--- src/rtl/greet_tx_pkg.sv ---
package greet_tx_pkg;
  localparam int MSG_LEN = 14;
  localparam int IDX_W   = $clog2(MSG_LEN + 1);

  typedef enum logic [3:0] {
    ST_IDLE  = 4'd0,
    ST_START = 4'd1,
    ST_D0    = 4'd2,
    ST_D7    = 4'd9,
    ST_STOP  = 4'd10
  } tx_state_e;

  function automatic logic [7:0] msg_char(input logic [IDX_W-1:0] idx);
    case (idx)
      4'd1:    msg_char = 8'h48;
      4'd2:    msg_char = 8'h65;
      4'd3:    msg_char = 8'h6C;
      4'd4:    msg_char = 8'h6C;
      4'd5:    msg_char = 8'h6F;
      4'd6:    msg_char = 8'h2C;
      4'd7:    msg_char = 8'h20;
      4'd8:    msg_char = 8'h57;
      4'd9:    msg_char = 8'h6F;
      4'd10:   msg_char = 8'h72;
      4'd11:   msg_char = 8'h6C;
      4'd12:   msg_char = 8'h64;
      4'd13:   msg_char = 8'h21;
      4'd14:   msg_char = 8'h20;
      default: msg_char = 8'h00;
    endcase
  endfunction
endpackage

--- src/rtl/greet_baud.sv ---
module greet_baud #(
  parameter int DIV_MAX = 217
) (
  input  logic clk_i,
  input  logic rst_ni,
  output logic tick_o
);
  localparam int CNT_W = $clog2(DIV_MAX + 1);
  localparam logic [CNT_W-1:0] CNT_MAX = CNT_W'(DIV_MAX);

  logic [CNT_W-1:0] cnt_q;
  logic             bclk_q;
  logic             wrap;

  assign wrap = (cnt_q == CNT_MAX);

  always_ff @(posedge clk_i or negedge rst_ni) begin
    if (!rst_ni) begin
      cnt_q  <= '0;
      bclk_q <= 1'b0;
    end else if (wrap) begin
      cnt_q  <= '0;
      bclk_q <= ~bclk_q;
    end else begin
      cnt_q  <= cnt_q + 1'b1;
    end
  end

  // rising half of the bit clock marks a bit boundary
  assign tick_o = wrap & ~bclk_q;

  a_r1_tick_isolated: assert property (@(posedge clk_i) disable iff (!rst_ni)
    tick_o |=> !tick_o);
  a_r1_cnt_bound: assert property (@(posedge clk_i) disable iff (!rst_ni)
    cnt_q <= CNT_MAX);
endmodule

--- src/rtl/greet_btn_edge.sv ---
module greet_btn_edge (
  input  logic clk_i,
  input  logic rst_ni,
  input  logic tick_i,
  input  logic btn_ni,
  output logic press_o
);
  logic cur_q, prev_q;

  always_ff @(posedge clk_i or negedge rst_ni) begin
    if (!rst_ni) begin
      cur_q  <= 1'b1;
      prev_q <= 1'b1;
    end else if (tick_i) begin
      cur_q  <= btn_ni;
      prev_q <= cur_q;
    end
  end

  assign press_o = prev_q & ~cur_q;

  a_r4_press_one_tick: assert property (@(posedge clk_i) disable iff (!rst_ni)
    (press_o && tick_i) |=> !press_o);
endmodule

--- src/rtl/greet_msg.sv ---
module greet_msg
  import greet_tx_pkg::*;
(
  input  logic       clk_i,
  input  logic       rst_ni,
  input  logic       adv_i,
  output logic [7:0] char_o
);
  localparam logic [IDX_W-1:0] IDX_FIRST = IDX_W'(1);
  localparam logic [IDX_W-1:0] IDX_LAST  = IDX_W'(MSG_LEN);

  logic [IDX_W-1:0] idx_q, idx_d;
  logic [7:0]       char_q;

  assign idx_d = (idx_q == IDX_LAST) ? IDX_FIRST : idx_q + 1'b1;

  always_ff @(posedge clk_i or negedge rst_ni) begin
    if (!rst_ni) begin
      idx_q  <= IDX_FIRST;
      char_q <= msg_char(IDX_FIRST);
    end else if (adv_i) begin
      idx_q  <= idx_d;
      char_q <= msg_char(idx_d);
    end
  end

  assign char_o = char_q;

  a_r6_idx_range: assert property (@(posedge clk_i) disable iff (!rst_ni)
    (idx_q >= IDX_FIRST) && (idx_q <= IDX_LAST));
  a_r8_idx_hold: assert property (@(posedge clk_i) disable iff (!rst_ni)
    !adv_i |=> $stable(idx_q));
endmodule

--- src/rtl/greet_tx_fsm.sv ---
module greet_tx_fsm
  import greet_tx_pkg::*;
(
  input  logic       clk_i,
  input  logic       rst_ni,
  input  logic       tick_i,
  input  logic       press_i,
  input  logic [7:0] char_i,
  output logic       adv_o,
  output logic       tx_o,
  output logic [7:0] led_o
);
  tx_state_e  state_q, state_d;
  logic [7:0] led_q;
  logic [2:0] bit_sel;
  logic       start;

  assign start = tick_i && (state_q == ST_IDLE) && press_i;

  always_comb begin
    state_d = state_q;
    if (tick_i) begin
      case (state_q)
        ST_IDLE: if (press_i) state_d = ST_START;
        ST_STOP: state_d = ST_IDLE;
        default: begin
          if (state_q >= ST_START && state_q <= ST_D7)
            state_d = tx_state_e'(state_q + 4'd1);
          else
            state_d = ST_IDLE;  // unused encodings recover
        end
      endcase
    end
  end

  assign bit_sel = 3'(state_q - ST_D0);

  always_comb begin
    if (state_q == ST_START)
      tx_o = 1'b0;
    else if (state_q >= ST_D0 && state_q <= ST_D7)
      tx_o = char_i[bit_sel];
    else
      tx_o = 1'b1;
  end

  always_ff @(posedge clk_i or negedge rst_ni) begin
    if (!rst_ni) begin
      state_q <= ST_IDLE;
      led_q   <= 8'h00;
    end else begin
      state_q <= state_d;
      if (start) led_q <= char_i;
    end
  end

  assign adv_o = tick_i && (state_q == ST_STOP);
  assign led_o = led_q;

  a_r1_hold_between_ticks: assert property (@(posedge clk_i) disable iff (!rst_ni)
    !tick_i |=> $stable(state_q));
  a_r4_no_start_without_press: assert property (@(posedge clk_i) disable iff (!rst_ni)
    (tick_i && state_q == ST_IDLE && !press_i) |=> state_q == ST_IDLE);
  a_r8_busy_ignores_press: assert property (@(posedge clk_i) disable iff (!rst_ni)
    (tick_i && state_q != ST_IDLE) |=> state_q != ST_START);
  a_r7_led_hold: assert property (@(posedge clk_i) disable iff (!rst_ni)
    !start |=> $stable(led_q));
endmodule

--- src/rtl/greet_tx_top.sv ---
module greet_tx_top #(
  parameter int DIV_MAX = 217
) (
  input  logic       clk_i,
  input  logic       rst_ni,
  input  logic       btn_ni,
  output logic       tx_o,
  output logic [7:0] led_o
);
  logic       tick, press, adv;
  logic [7:0] cur_char;

  greet_baud #(.DIV_MAX(DIV_MAX)) u_baud (
    .clk_i  (clk_i),
    .rst_ni (rst_ni),
    .tick_o (tick)
  );

  greet_btn_edge u_btn (
    .clk_i   (clk_i),
    .rst_ni  (rst_ni),
    .tick_i  (tick),
    .btn_ni  (btn_ni),
    .press_o (press)
  );

  greet_msg u_msg (
    .clk_i  (clk_i),
    .rst_ni (rst_ni),
    .adv_i  (adv),
    .char_o (cur_char)
  );

  greet_tx_fsm u_fsm (
    .clk_i   (clk_i),
    .rst_ni  (rst_ni),
    .tick_i  (tick),
    .press_i (press),
    .char_i  (cur_char),
    .adv_o   (adv),
    .tx_o    (tx_o),
    .led_o   (led_o)
  );
endmodule

--- config.mk ---
export PLATFORM = sky130hd
export DESIGN_NAME = greet_tx_top
export DESIGN_NICKNAME = d
export VERILOG_FILES = /design/src/rtl/greet_tx_pkg.sv /design/src/rtl/greet_baud.sv /design/src/rtl/greet_btn_edge.sv /design/src/rtl/greet_msg.sv /design/src/rtl/greet_tx_fsm.sv /design/src/rtl/greet_tx_top.sv
export SDC_FILE = /design/constraint.sdc
export NUM_CORES = 1
export LEC_CHECK = 0
export CAP_MARGIN = 20
export CORE_MARGIN = 8
export CORE_UTILIZATION = 42
export CTS_CLUSTER_DIAMETER = 80
export DETAILED_ROUTE_END_ITERATION = 16
export DONT_BUFFER_PORTS = 1
export RECOVER_POWER = 100
export SYNTH_ARGS = -nofsm -noshare
export SYNTH_HDL_FRONTEND = slang
export SYNTH_SLANG_ARGS = --single-unit
export TNS_END_PERCENT = 10
--- constraint.sdc ---
create_clock -name clk_i -period 2.13 [get_ports clk_i]
set_clock_uncertainty 0.1 [all_clocks]
set_input_delay 0.1065 -clock clk_i [delete_from_list [all_inputs] [get_ports clk_i]]
set_output_delay 0.1065 -clock clk_i [all_outputs]
set_load 0.01 [all_outputs]
* Yosys cells after proc, flatten, opt, wreduce, memory -nomap -nowiden
Memories as Yosys holds them, arrays and structs flattened. A register that Yosys moved wholly into a read port is not among the register bits. Cells that the tools add are included.
Operators by class: bitwise gates (word level) 4, reduce and logical (&&, ||, !) cells 8, order comparisons 4, equal/unequal tests 5, muxes and demuxes 9, add/sub/neg operators 4
Operators with widths (count):
- 4-bit 2-to-1 mux | 3
- 4-bit by 1-bit adder with 4-bit output (second input constant) | 2
- 8-bit by 1-bit adder with 8-bit output (second input constant) | 1
- 4-bit equality test (second input constant) | 2
- 8-bit equality test (second input constant) | 1
- 8-bit 2-to-1 mux | 1
- 4-bit case mux with 2 select lines | 1
- 1-bit logical AND | 5
- 4-bit by 1-bit equality test with 1-bit output (second input constant) | 1
- 4-bit by 1-bit >= comparator with 1-bit output (second input constant) | 1
- 4-bit by 2-bit >= comparator with 1-bit output (second input constant) | 1
- 4-bit <= comparator (second input constant) | 1
- 4-bit zero test | 1
- 3-bit by 4-bit < comparator with 1-bit output (second input constant) | 1
- 1-bit binary-select mux with 3-bit select | 1
- 1-bit 2-to-1 mux | 3
- 3-bit by 2-bit subtractor with 3-bit output (second input constant) | 1
- 1-bit bitwise AND | 2
- 2-bit by 1-bit != test with 1-bit output (second input constant) | 1
- 1-bit NOT | 2
- 2-bit AND reduction | 1
- 1-bit zero test | 1
Word-level totals: ROM bits 112, word-level logic and storage cells 43, memories kept 1, register bits after elaboration 35
Memories:
- (no name shown) | depth 16, bits a word 7, read ports 1, clocked after memory_dff 1, wr ports 0, line greet_tx_pkg.sv:14 | case (idx)

* Logic depth before layout (Yosys ltp)
Gate-level depths: netlist (run 1).
word-level depth 5, gate-level depth with buffers 8, mapped depth without buffers 6

* Hierarchy
From an unflattened synthesis (run 1), not the netlist that was laid out.
Second synthesis, totals: cells, all modules 201, area total of the unflattened synthesis 2029.4 um^2
By module, submodules not included:
- greet_msg | cells each 94, sequential area each 279.0 um^2, instances 1, area each 818.3 um^2
- greet_tx_fsm | cells each 60, sequential area each 300.3 um^2, instances 1, area each 698.2 um^2
- greet_baud | cells each 42, sequential area each 225.2 um^2, instances 1, area each 431.7 um^2
- greet_btn_edge | cells each 5, sequential area each 52.6 um^2, instances 1, area each 81.3 um^2

* Least setup slack after synthesis (run 1)
OpenSTA, ideal clock, no wires.
kind register to register, start register u_fsm.state_q[0], end register u_fsm.state_q[2], data arrival time 1.696 ns, stages on the path, launching flop included 8, slack 0.212 ns, clock period less this slack 1.918 ns, library setup time 0.122 ns, cell sequence dfrtp_1 -> buf_6 -> inv_1 -> ha_1 -> nor3b_4 -> a2111oi_4 -> o31ai_1 -> a32o_1
On the way: word-level cells in the longest chain between the ends 4, elaborated cells on any way between the ends 10
Ends and longest elaborated chain:
- start, declared | line greet_tx_fsm.sv:13 | tx_state_e state_q, state_d;
- start signal, assigned | line greet_tx_fsm.sv:52 | state_q <= state_d;
- 4-bit by 1-bit >= comparator with 1-bit output or 4-bit <= comparator (tied branches) | line greet_tx_fsm.sv:27 | if (state_q >= ST_START && state_q <= ST_D7)
- 1-bit logical AND | line greet_tx_fsm.sv:27
- 4-bit 2-to-1 mux | line greet_tx_fsm.sv:27
- 4-bit case mux with 2 select lines | line greet_tx_fsm.sv:23 | case (state_q)
Several ways; a longest one is shown, not always the timed one. A chain may end at the register's enable or synchronous reset.

* Worst setup path after layout (run 1)
start register u_fsm.state_q[0], end output tx_o
On the way: word-level cells in the longest chain between the ends 5, elaborated cells on any way between the ends 9
Ends and longest elaborated chain:
- 3-bit by 2-bit subtractor with 3-bit output | line greet_tx_fsm.sv:36 | assign bit_sel = 3'(state_q - ST_D0);
- 1-bit binary-select mux with 3-bit select | line greet_tx_fsm.sv:42 | tx_o = char_i[bit_sel];
- 1-bit 2-to-1 mux (not written as such) | line greet_tx_fsm.sv:42
- 1-bit 2-to-1 mux | line greet_tx_fsm.sv:41 | else if (state_q >= ST_D0 && state_q <= ST_D7)
- 1-bit 2-to-1 mux * | line greet_tx_fsm.sv:39 | if (state_q == ST_START)
- end, declared | line greet_tx_top.sv:7 | output logic tx_o,
Mark *: on every way between the ends. The rest lies on a longest branch, timed or not. The select of a mux whose other input is x is not followed.

==> impl_metrics.env, run 1 <==
export IMPL_insertedDiodeCount=0
export IMPL_start_util_pct=43.9
export IMPL_firstDrtPassIters=4
export IMPL_drtIter0Drc=41
export IMPL_drive_above_1_share_pct=21.7
export IMPL_drv_cap=0
export IMPL_critical_path_arrival_ns=1.85
export IMPL_rows=24
export IMPL_wl_per_cell_um=14.8
export IMPL_place_gp_congestion=0.760
export IMPL_hp_class="input port to asynchronous set/reset pin"
export IMPL_dp_cells=221
export IMPL_startpoint="u_fsm.state_q[0]"
export IMPL_synth_top_cells_by_area="dfrtp_1 36%, dfstp_2 6.8%, ha_1 5.2%"
export IMPL_vias=1308
export IMPL_avgSynthCellArea_um2=11.0
export IMPL_grt_pass1_vias=1291
export IMPL_die_y_um=83.7
export IMPL_rrSetupSlack_ns=0.15
export IMPL_final_common_cell="dfrtp_1"
export IMPL_netlist_area_um2=1920
export IMPL_hold_slack_ns=0.158
export IMPL_grt_max_degree=34
export IMPL_rsz0062_at_grt="true"
export IMPL_setup_worst_path_start_class="flop"
export IMPL_fin_crit_ns=2.06
export IMPL_synth_warnings=0
export IMPL_fmax_mhz=485
export IMPL_antenna_found_initial=0
export IMPL_final_cell_mix="27 x dfrtp_1, 15 x nor2_1, 11 x o21ai_0"
export IMPL_cp_end_kind="primary output"
export IMPL_synth_top_area_share_pct=36.4
export IMPL_wirelength_um=3430
export IMPL_core_area_um2=4380
export IMPL_status="finished, final reports clean"
export IMPL_fin_crit_sh_pct=96.7
export IMPL_synth_top_area_cell="dfrtp_1"
export IMPL_cts_tree="built"
export IMPL_cts_reportedPaths_clkPinSlew_ns=0.07
export IMPL_powerDensity_nw_per_um2=595
export IMPL_seq_area_frac_synth_pct=43.3
export IMPL_root_buffer="clkbuf_8"
export IMPL_synth_main_ff_cell="dfrtp_1"
export IMPL_portBuffers=0
export IMPL_die_area_um2=7000
export IMPL_setup_viol=0
export IMPL_synth_distinct_cells=53
export IMPL_grt_pass1_wl_um=6220
export IMPL_clock_sinks=33
export IMPL_clock_path_buffers=2
export IMPL_synth_edf_count=0
export IMPL_synth_seq_cells=33
export IMPL_synth_async_sr_flop_share_pct=100
export IMPL_nNetsFinal=190
export IMPL_final_cells=232
export IMPL_postRouteAntennaNets=0
export IMPL_hold_viol_final=0
export IMPL_drc=0
export IMPL_ir_worst_vdd_mv=0.306
export IMPL_numCtsBuffers=5
export IMPL_setup_worst_path_end="tx_o"
export IMPL_globalRouteTotalUtil_pct=10.7
export IMPL_num_io_pins=12
export IMPL_synth_nets=186
export IMPL_reg2reg_depth=6
export IMPL_worstSkewPairLatency_ns=0.28
export IMPL_r2r_start="u_baud.cnt_q[1]"
export IMPL_fp_dieW_um=83.7
export IMPL_power_leakage_nw=0.908
export IMPL_slew_viol_final=0
export IMPL_grt_ovfl_total=0
export IMPL_dp_hpwl_um=2490
export IMPL_h_tree_depth=2
export IMPL_synthCells=175
export IMPL_fill_cells=406
export IMPL_via_per_inst=5.64
export IMPL_syn_to_final_growth_pct=10.1
export IMPL_required_ns=1.92
export IMPL_cp_max_fo=9
export IMPL_path_class="flop to primary output"
export IMPL_r2r_end="u_fsm.state_q[2]"
[through the flow]
step	worst slack [ns]	TNS [ns]	utilization (%)	area (µm²)	power [mW]
after floorplan	0.212	0	-	1920	0.641
after global placement	0.247	0	44.6	1960	0.639
after detailed placement	0.196	0	44.6	1960	0.639
after CTS	0.00224	0	48.5	2130	1.28
after global routing	-0.00785	-0.00785	48.3	2120	1.32
final	0.0695	0	48.3	2120	1.26
[layout make-up]
cell class	count	area (µm²)	share of cell area, %
multi-input cells	125	1010	47.7
flip-flops and latches	33	833	39.4
clock buffers	7	86.3	4.08
repair buffers	7	66.3	3.13
well taps	52	65.1	3.07
clock inverters	1	30.0	1.42
inverters	7	26.3	1.24
[logic make-up (layout without fill, tap and decap cells)]
family	after synthesis	in the layout	synth area share, %
AOI/OAI and AO/OA	37	37	14.4
xor gates and xnor gates	8	8	3.64
adders and majority gates	8	8	5.21
buffers and inverters	17	22	4.55
DFF	33	33	43.3
muxes	13	13	8.78
other	1	1	0.195
and+or+nand+nor	58	58	19.9
[report_power, final]
part	total (mW)	internal (mW)	switching [mW]
logic	0.0198	0.00623	0.0135
registers	0.627	0.627	0
clock network	0.614	0.381	0.232
total	1.26	1.01	0.246
[cells in the mapped netlist, drive strengths merged (2+ instances only)]
cell type  number
nand4b          2
mux2           12
nand2          10
dfrtp          28
nor2           15
buf             7
o32a            2
nor3b           4
xnor2           6
and3b           2
o21ai          11
clkbuf          3
a32o            2
nor2b           3
a31oi           2
o31ai           5
nand4           2
xor2            2
ha              8
and3            2
a21oi           4
inv             7
and2            2
nand3           3
dfstp           5
nand2b          3
nor3            6
[flip-flops by register name, indices dropped and copies added (netlist names)]
signal / cells
u_btn.cur_q: 1
u_baud.bclk_q: 1
u_baud.cnt_q: 8
u_msg.char_o: 7
u_msg.idx_q: 4
u_fsm.state_q: 4
u_fsm.led_o: 7
u_btn.prev_q: 1
[metal layers]
| layer | vias up | GRT usage (%) | routed length [µm] |
|---|---|---|---|
| met1 | 648 | 12.3 | 1510 |
| met4 | 0 | 4.40 | 56 |
| met5 | - | 0 | 0 |
| met3 | 6 | 4.00 | 152 |
| met2 | 21 | 17.3 | 1720 |
| li1 | 633 | - | - |
[worst max-delay path, cell delays in order (launching register included)]
cell and delay, ns:
dfrtp_1 0.40, buf_6 0.15, mux2_4 0.29, mux4_2 0.51, nor3_2 0.15, nor3_2 0.08
[worst min path at each step]
stage,end,slack [ns]
after detailed placement,u_baud.cnt_q[4],-0.29
after global placement,u_baud.cnt_q[4],-0.29
after floorplan,u_baud.bclk_q,-0.29
final,u_baud.cnt_q[4],0.16
after CTS,u_msg.idx_q[1],0.17
after global routing,u_baud.cnt_q[4],0.17
[repair_timing]
action | in CTS | in global routing
cloned | 0 | 0
pin swaps | 0 | 2
hold buffers | 3 | 0
resized for setup | 3 | 3
hold endpoints to repair | 34 | 0
endpoints found under the setup margin | 1 | 1
buffers inserted | 0 | 0
Power figures use the tool's default switching activity.
==> run 2, diff against run 1 <==
Settings changed: REMOVE_ABC_BUFFERS set to 1, SLEW_MARGIN set to 10.
==> impl_metrics.env, run 2 (synthesized netlist as in run 1, its figures left out) <==
export IMPL_insertedDiodeCount=0
export IMPL_reg2reg_depth=6
export IMPL_via_per_inst=5.48
export IMPL_clock_sinks=33
export IMPL_h_tree_depth=2
export IMPL_cpPeakStageDelay_ns=0.49
export IMPL_hold_viol_final=0
export IMPL_globalRouteTotalUtil_pct=10.6
export IMPL_critical_path_arrival_ns=1.81
export IMPL_portBuffers=0
export IMPL_dp_hpwl_um=2570
export IMPL_slew_viol_final=0
export IMPL_finalPower_mw=1.25
export IMPL_power_leakage_nw=0.903
export IMPL_final_cells=232
export IMPL_wirelength_um=3470
export IMPL_place_gp_congestion=0.771
export IMPL_drtIter0Drc=52
export IMPL_hold_slack_ns=0.385
export IMPL_rsz0062_at_grt="false"
export IMPL_syn_to_final_growth_pct=8.98
export IMPL_drc=0
export IMPL_largest_reg_flops=8
export IMPL_setup_viol=0
export IMPL_grt_max_degree=34
export IMPL_fp_dieW_um=83.7
export IMPL_fin_crit_ns=2.02
export IMPL_clock_path_buffers=2
export IMPL_startpoint="u_fsm.state_q[0]"
export IMPL_nNetsFinal=190
export IMPL_fmax_mhz=495
export IMPL_ir_worst_vdd_mv=0.355
export IMPL_fin_crit_sh_pct=94.8
export IMPL_powerDensity_nw_per_um2=594
export IMPL_status="finished, final reports clean"
export IMPL_dp_cells=221
export IMPL_cp_max_fo=9
export IMPL_drv_cap=0
export IMPL_cts_tree="built"
export IMPL_firstDrtPassIters=4
export IMPL_grt_ovfl_total=0
export IMPL_vias=1271
export IMPL_path_buf_inv=1
export IMPL_fill_cells=418
export IMPL_cp_cell_sequence="buf_6, mux2_4, mux4_2, nor3_2, nor3_2"
export IMPL_grt_pass1_vias=1311
export IMPL_postRouteAntennaNets=0
export IMPL_critPathSlowestCell="mux4_2"
export IMPL_wl_per_cell_um=15.0
export IMPL_fin_util_pct=47.8
export IMPL_fin_setup_tns_ns=0
export IMPL_die_y_um=83.7
export IMPL_rrSetupSlack_ns=0.15
export IMPL_cpMostUsedCell="nor3_2"
export IMPL_worstSkewPairLatency_ns=0.28
export IMPL_core_area_um2=4380
export IMPL_required_ns=1.92
export IMPL_r2r_start="u_baud.cnt_q[1]"
export IMPL_numCtsBuffers=5
export IMPL_antenna_found_initial=0
export IMPL_start_util_pct=43.9
export IMPL_hp_class="input port to asynchronous set/reset pin"
export IMPL_final_common_cell="dfrtp_1"
export IMPL_r2r_end="u_fsm.state_q[3]"
export IMPL_die_area_um2=7000
export IMPL_tightestPinTransition_ns=0.830
export IMPL_path_class="flop to primary output"
export IMPL_cp_num_cells=5
export IMPL_slew_headroom_pct=44.7
export IMPL_setup_worst_path_start_class="flop"
export IMPL_num_io_pins=12
export IMPL_post_cts_buffers=0
export IMPL_final_cell_mix="27 x dfrtp_1, 15 x nor2_1, 11 x o21ai_0"
export IMPL_rows=24
export IMPL_cp_end_kind="primary output"
export IMPL_grt_pass1_wl_um=6220
export IMPL_regMostFlops="u_baud.cnt_q"
export IMPL_drive_above_1_share_pct=21.7
export IMPL_crit_family="multiplexers"
export IMPL_setup_worst_path_end="tx_o"
export IMPL_root_buffer="clkbuf_8"
export IMPL_cts_reportedPaths_clkPinSlew_ns=0.07
==> run 2: cell count changes in the layout (fill, tap and decap cells not counted), sizes merged <==
| cell | previous run | this run |
|---|---|---|
| buf | 3 | 2 |
| clkbuf | 9 | 10 |
==> run 2: layout make-up <==
| type | instances | area [µm²] | share of cell area (%) |
|---|---|---|---|
| Clock inverter | 1 | 30.0 | 1.43 |
| Clock buffer | 7 | 86.3 | 4.12 |
| Multi-Input combinational cell | 125 | 1000 | 47.9 |
| Inverter | 7 | 26.3 | 1.25 |
| Timing Repair Buffer | 7 | 51.3 | 2.45 |
| Tap cell | 52 | 65.1 | 3.10 |
| Sequential cell | 33 | 833 | 39.8 |
==> run 2: what timing repair did <==
item	in CTS	in global routing
hold buffers	3	0
gates resized for setup	0	5
setup endpoints to repair	0	1
hold endpoints to repair	34	0
==> run 2: routing by layer <==
layer | global-route usage (%) | up-vias | wire length [µm]
li1 | - | 633 | -
met1 | 11.7 | 618 | 1570
met2 | 18.1 | 14 | 1730
met3 | 3.22 | 6 | 116
met4 | 4.71 | 0 | 60
met5 | 0 | - | 0
==> run 2: worst min path at each step <==
stage / startpoint / endpoint / slack [ns] / cells past startpoint
global route: btn_ni / u_btn.cur_q / 0.42 / 2
global placement: rst_ni / u_baud.cnt_q[4] / -0.29 / 0
finish: rst_ni / u_baud.cnt_q[4] / 0.39 / 2
detailed placement: rst_ni / u_baud.cnt_q[3] / -0.29 / 0
CTS: rst_ni / u_msg.idx_q[1] / 0.18 / 2
floorplan: rst_ni / u_baud.bclk_q / -0.29 / 0
==> run 2: through the flow <==
step | setup WS, ns | area, µm²
CTS | 0.0203 | 2110
finish | 0.110 | 2100
global placement | 0.249 | 1960
detailed placement | 0.172 | 1960
global route | 0.0177 | 2100
floorplan | 0.131 | 1860
==> run 2: report_power, final <==
part | switching, mW | internal (mW) | leakage, nW | total, mW
Combinational | 0.0133 | 0.00303 | 0.417 | 0.0163
Sequential | 0 | 0.627 | 0.427 | 0.627
Clock | 0.221 | 0.381 | 0.0585 | 0.602
==> run 3, diff against run 2 <==
--- a/constraint.sdc
+++ b/constraint.sdc
@@ -3,3 +3,3 @@
 set_input_delay 0.1065 -clock clk_i [delete_from_list [all_inputs] [get_ports clk_i]]
 set_output_delay 0.1065 -clock clk_i [all_outputs]
-set_load 0.01 [all_outputs]
+set_load 0.1 [all_outputs]
==> impl_metrics.env, run 3 (synthesized netlist as in run 1, its figures left out) <==
export IMPL_hp_class="input port to asynchronous set/reset pin"
export IMPL_path_class="flop to primary output"
export IMPL_core_area_um2=4380
export IMPL_fmax_mhz=462
export IMPL_cp_end_kind="primary output"
export IMPL_fin_crit_sh_pct=102
export IMPL_drv_cap=0
export IMPL_via_per_inst=5.46
export IMPL_h_tree_depth=2
export IMPL_portBuffers=0
export IMPL_clock_path_buffers=2
export IMPL_power_leakage_nw=0.937
export IMPL_drtIter0Drc=25
export IMPL_grt_pass1_wl_um=6220
export IMPL_fin_util_pct=49.0
export IMPL_nNetsFinal=203
export IMPL_rows=24
export IMPL_critical_path_arrival_ns=1.96
export IMPL_final_cells=244
export IMPL_status="complete, but fails checks"
export IMPL_largest_reg_flops=8
export IMPL_rsz0062_at_grt="true"
export IMPL_pwr_share_seq_pct=56.4
export IMPL_final_setup_worst_slack_ns=-0.0367
export IMPL_cts_tree="built"
export IMPL_antenna_found_initial=0
export IMPL_p_sw_uw=227
export IMPL_wl_per_cell_um=14.6
export IMPL_p_clk_share_pct=41.5
export IMPL_reg2reg_depth=7
export IMPL_drive_above_1_share_pct=23.4
export IMPL_fill_cells=405
export IMPL_syn_to_final_growth_pct=11.8
export IMPL_fin_crit_ns=2.17
export IMPL_internal_power_uw=886
export IMPL_worstSkewPairLatency_ns=0.27
export IMPL_regMostFlops="u_baud.cnt_q"
export IMPL_grt_ovfl_total=0
export IMPL_die_area_um2=7000
export IMPL_violations="setup timing"
export IMPL_cts_reportedPaths_clkPinSlew_ns=0.07
export IMPL_final_common_cell="dfrtp_1"
export IMPL_slew_headroom_pct=22.0
export IMPL_powerDensity_nw_per_um2=518
export IMPL_pre_cts_slack_ns=0.0513
export IMPL_setup_worst_path_start_class="flop"
export IMPL_fp_dieW_um=83.7
export IMPL_start_util_pct=43.9
export IMPL_drc=0
export IMPL_postRouteAntennaNets=0
export IMPL_vias=1332
export IMPL_r2r_end="u_fsm.state_q[3]"
export IMPL_rrSetupSlack_ns=0.07
export IMPL_grt_pass1_vias=1341
export IMPL_hold_viol_final=0
export IMPL_p_comb_share_pct=2.1
export IMPL_place_gp_congestion=0.784
export IMPL_globalRouteTotalUtil_pct=10.6
export IMPL_slew_viol_final=0
export IMPL_cp_max_fo=5
export IMPL_firstDrtPassIters=4
export IMPL_startpoint="u_fsm.state_q[0]"
export IMPL_clock_sinks=33
export IMPL_setup_viol=1
export IMPL_finalPower_mw=1.11
export IMPL_dp_cells=233
export IMPL_sw_frac_of_total_pct=20.4
export IMPL_num_io_pins=12
export IMPL_root_buffer="clkbuf_8"
export IMPL_dp_hpwl_um=2640
export IMPL_grt_max_degree=34
export IMPL_numCtsBuffers=5
export IMPL_tightestPinTransition_ns=1.18
export IMPL_required_ns=1.92
export IMPL_die_y_um=83.7
export IMPL_wirelength_um=3550
export IMPL_ir_worst_vdd_mv=0.291
export IMPL_r2r_start="u_fsm.state_q[0]"
export IMPL_final_cell_mix="27 x dfrtp_1, 15 x nor2_1, 11 x o21ai_0"
export IMPL_insertedDiodeCount=0
[run 3: cell count changes in the layout (fill, tap and decap cells not counted), sizes merged]
cell,change
bufinv,-1
buf,+4
clkbuf,+9
[run 3: layout make-up]
cell class	count	area [µm²]	share of cell area, %
Clock buffer	7	86.3	4.02
Multi-Input combinational cell	125	1000	46.7
Sequential cell	33	833	38.8
Inverter	7	26.3	1.22
Timing Repair Buffer	20	135	6.29
Tap cell	52	65.1	3.03
[run 3: through the flow]
| stage | TNS, ns | instance area, µm² | hold slack, ns |
|---|---|---|---|
| detailed placement | 0 | 2070 | -0.288 |
| floorplan | -1.25 | 1860 | -0.289 |
| finish | -0.0367 | 2150 | 0.386 |
| CTS | -0.0564 | 2210 | 0.167 |
| global route | -0.267 | 2150 | 0.407 |
| global placement | 0 | 2070 | -0.288 |
[run 3: metal layers]
layer / global-route usage [%] / wire length, µm / share of wire, %
met1: 12.1 / 1600 / 45
met2: 17.4 / 1800 / 51
met3: 3.22 / 86 / 2.4
met4: 5.02 / 69 / 1.9
met5: 0 / 0 / 0
[run 3: critical path, stage by stage, from the launching register on]
cell and delay (ns):
dfrtp_2 0.45, mux2_4 0.30, mux4_2 0.50, nor3_2 0.15, nor3_2 0.07, clkbuf_16 0.21
[run 3: power by group through the flow]
| stage | sequential [mW] | combinational, mW | clock [mW] |
|---|---|---|---|
| finish | 0.627 | 0.0233 | 0.462 |
| global route | 0.627 | 0.0266 | 0.502 |
| CTS | 0.627 | 0.0278 | 0.481 |
| detailed placement | 0.639 | 0.00762 | 0 |
| global placement | 0.639 | 0.00762 | 0 |
| floorplan | 0.639 | 0.00762 | 0 |
[run 3: how the worst max path moves through the flow]
stage | endpoint | slack [ns] | cells after the start
final | tx_o | -0.04 | 5
after global routing | tx_o | -0.09 | 5
after CTS | tx_o | -0.06 | 5
after detailed placement | u_fsm.state_q[2] | 0.05 | 6
after global placement | u_fsm.state_q[3] | 0.15 | 6
after floorplan | tx_o | -1.25 | 5
[run 3: repair_timing]
item / CTS / global route
hold buffers: 3 / 0
setup buffers: 1 / 0
resized for setup: 3 / 2
pin swaps: 2 / 1
setup endpoints to repair: 1 / 4
hold endpoints to repair: 34 / 0
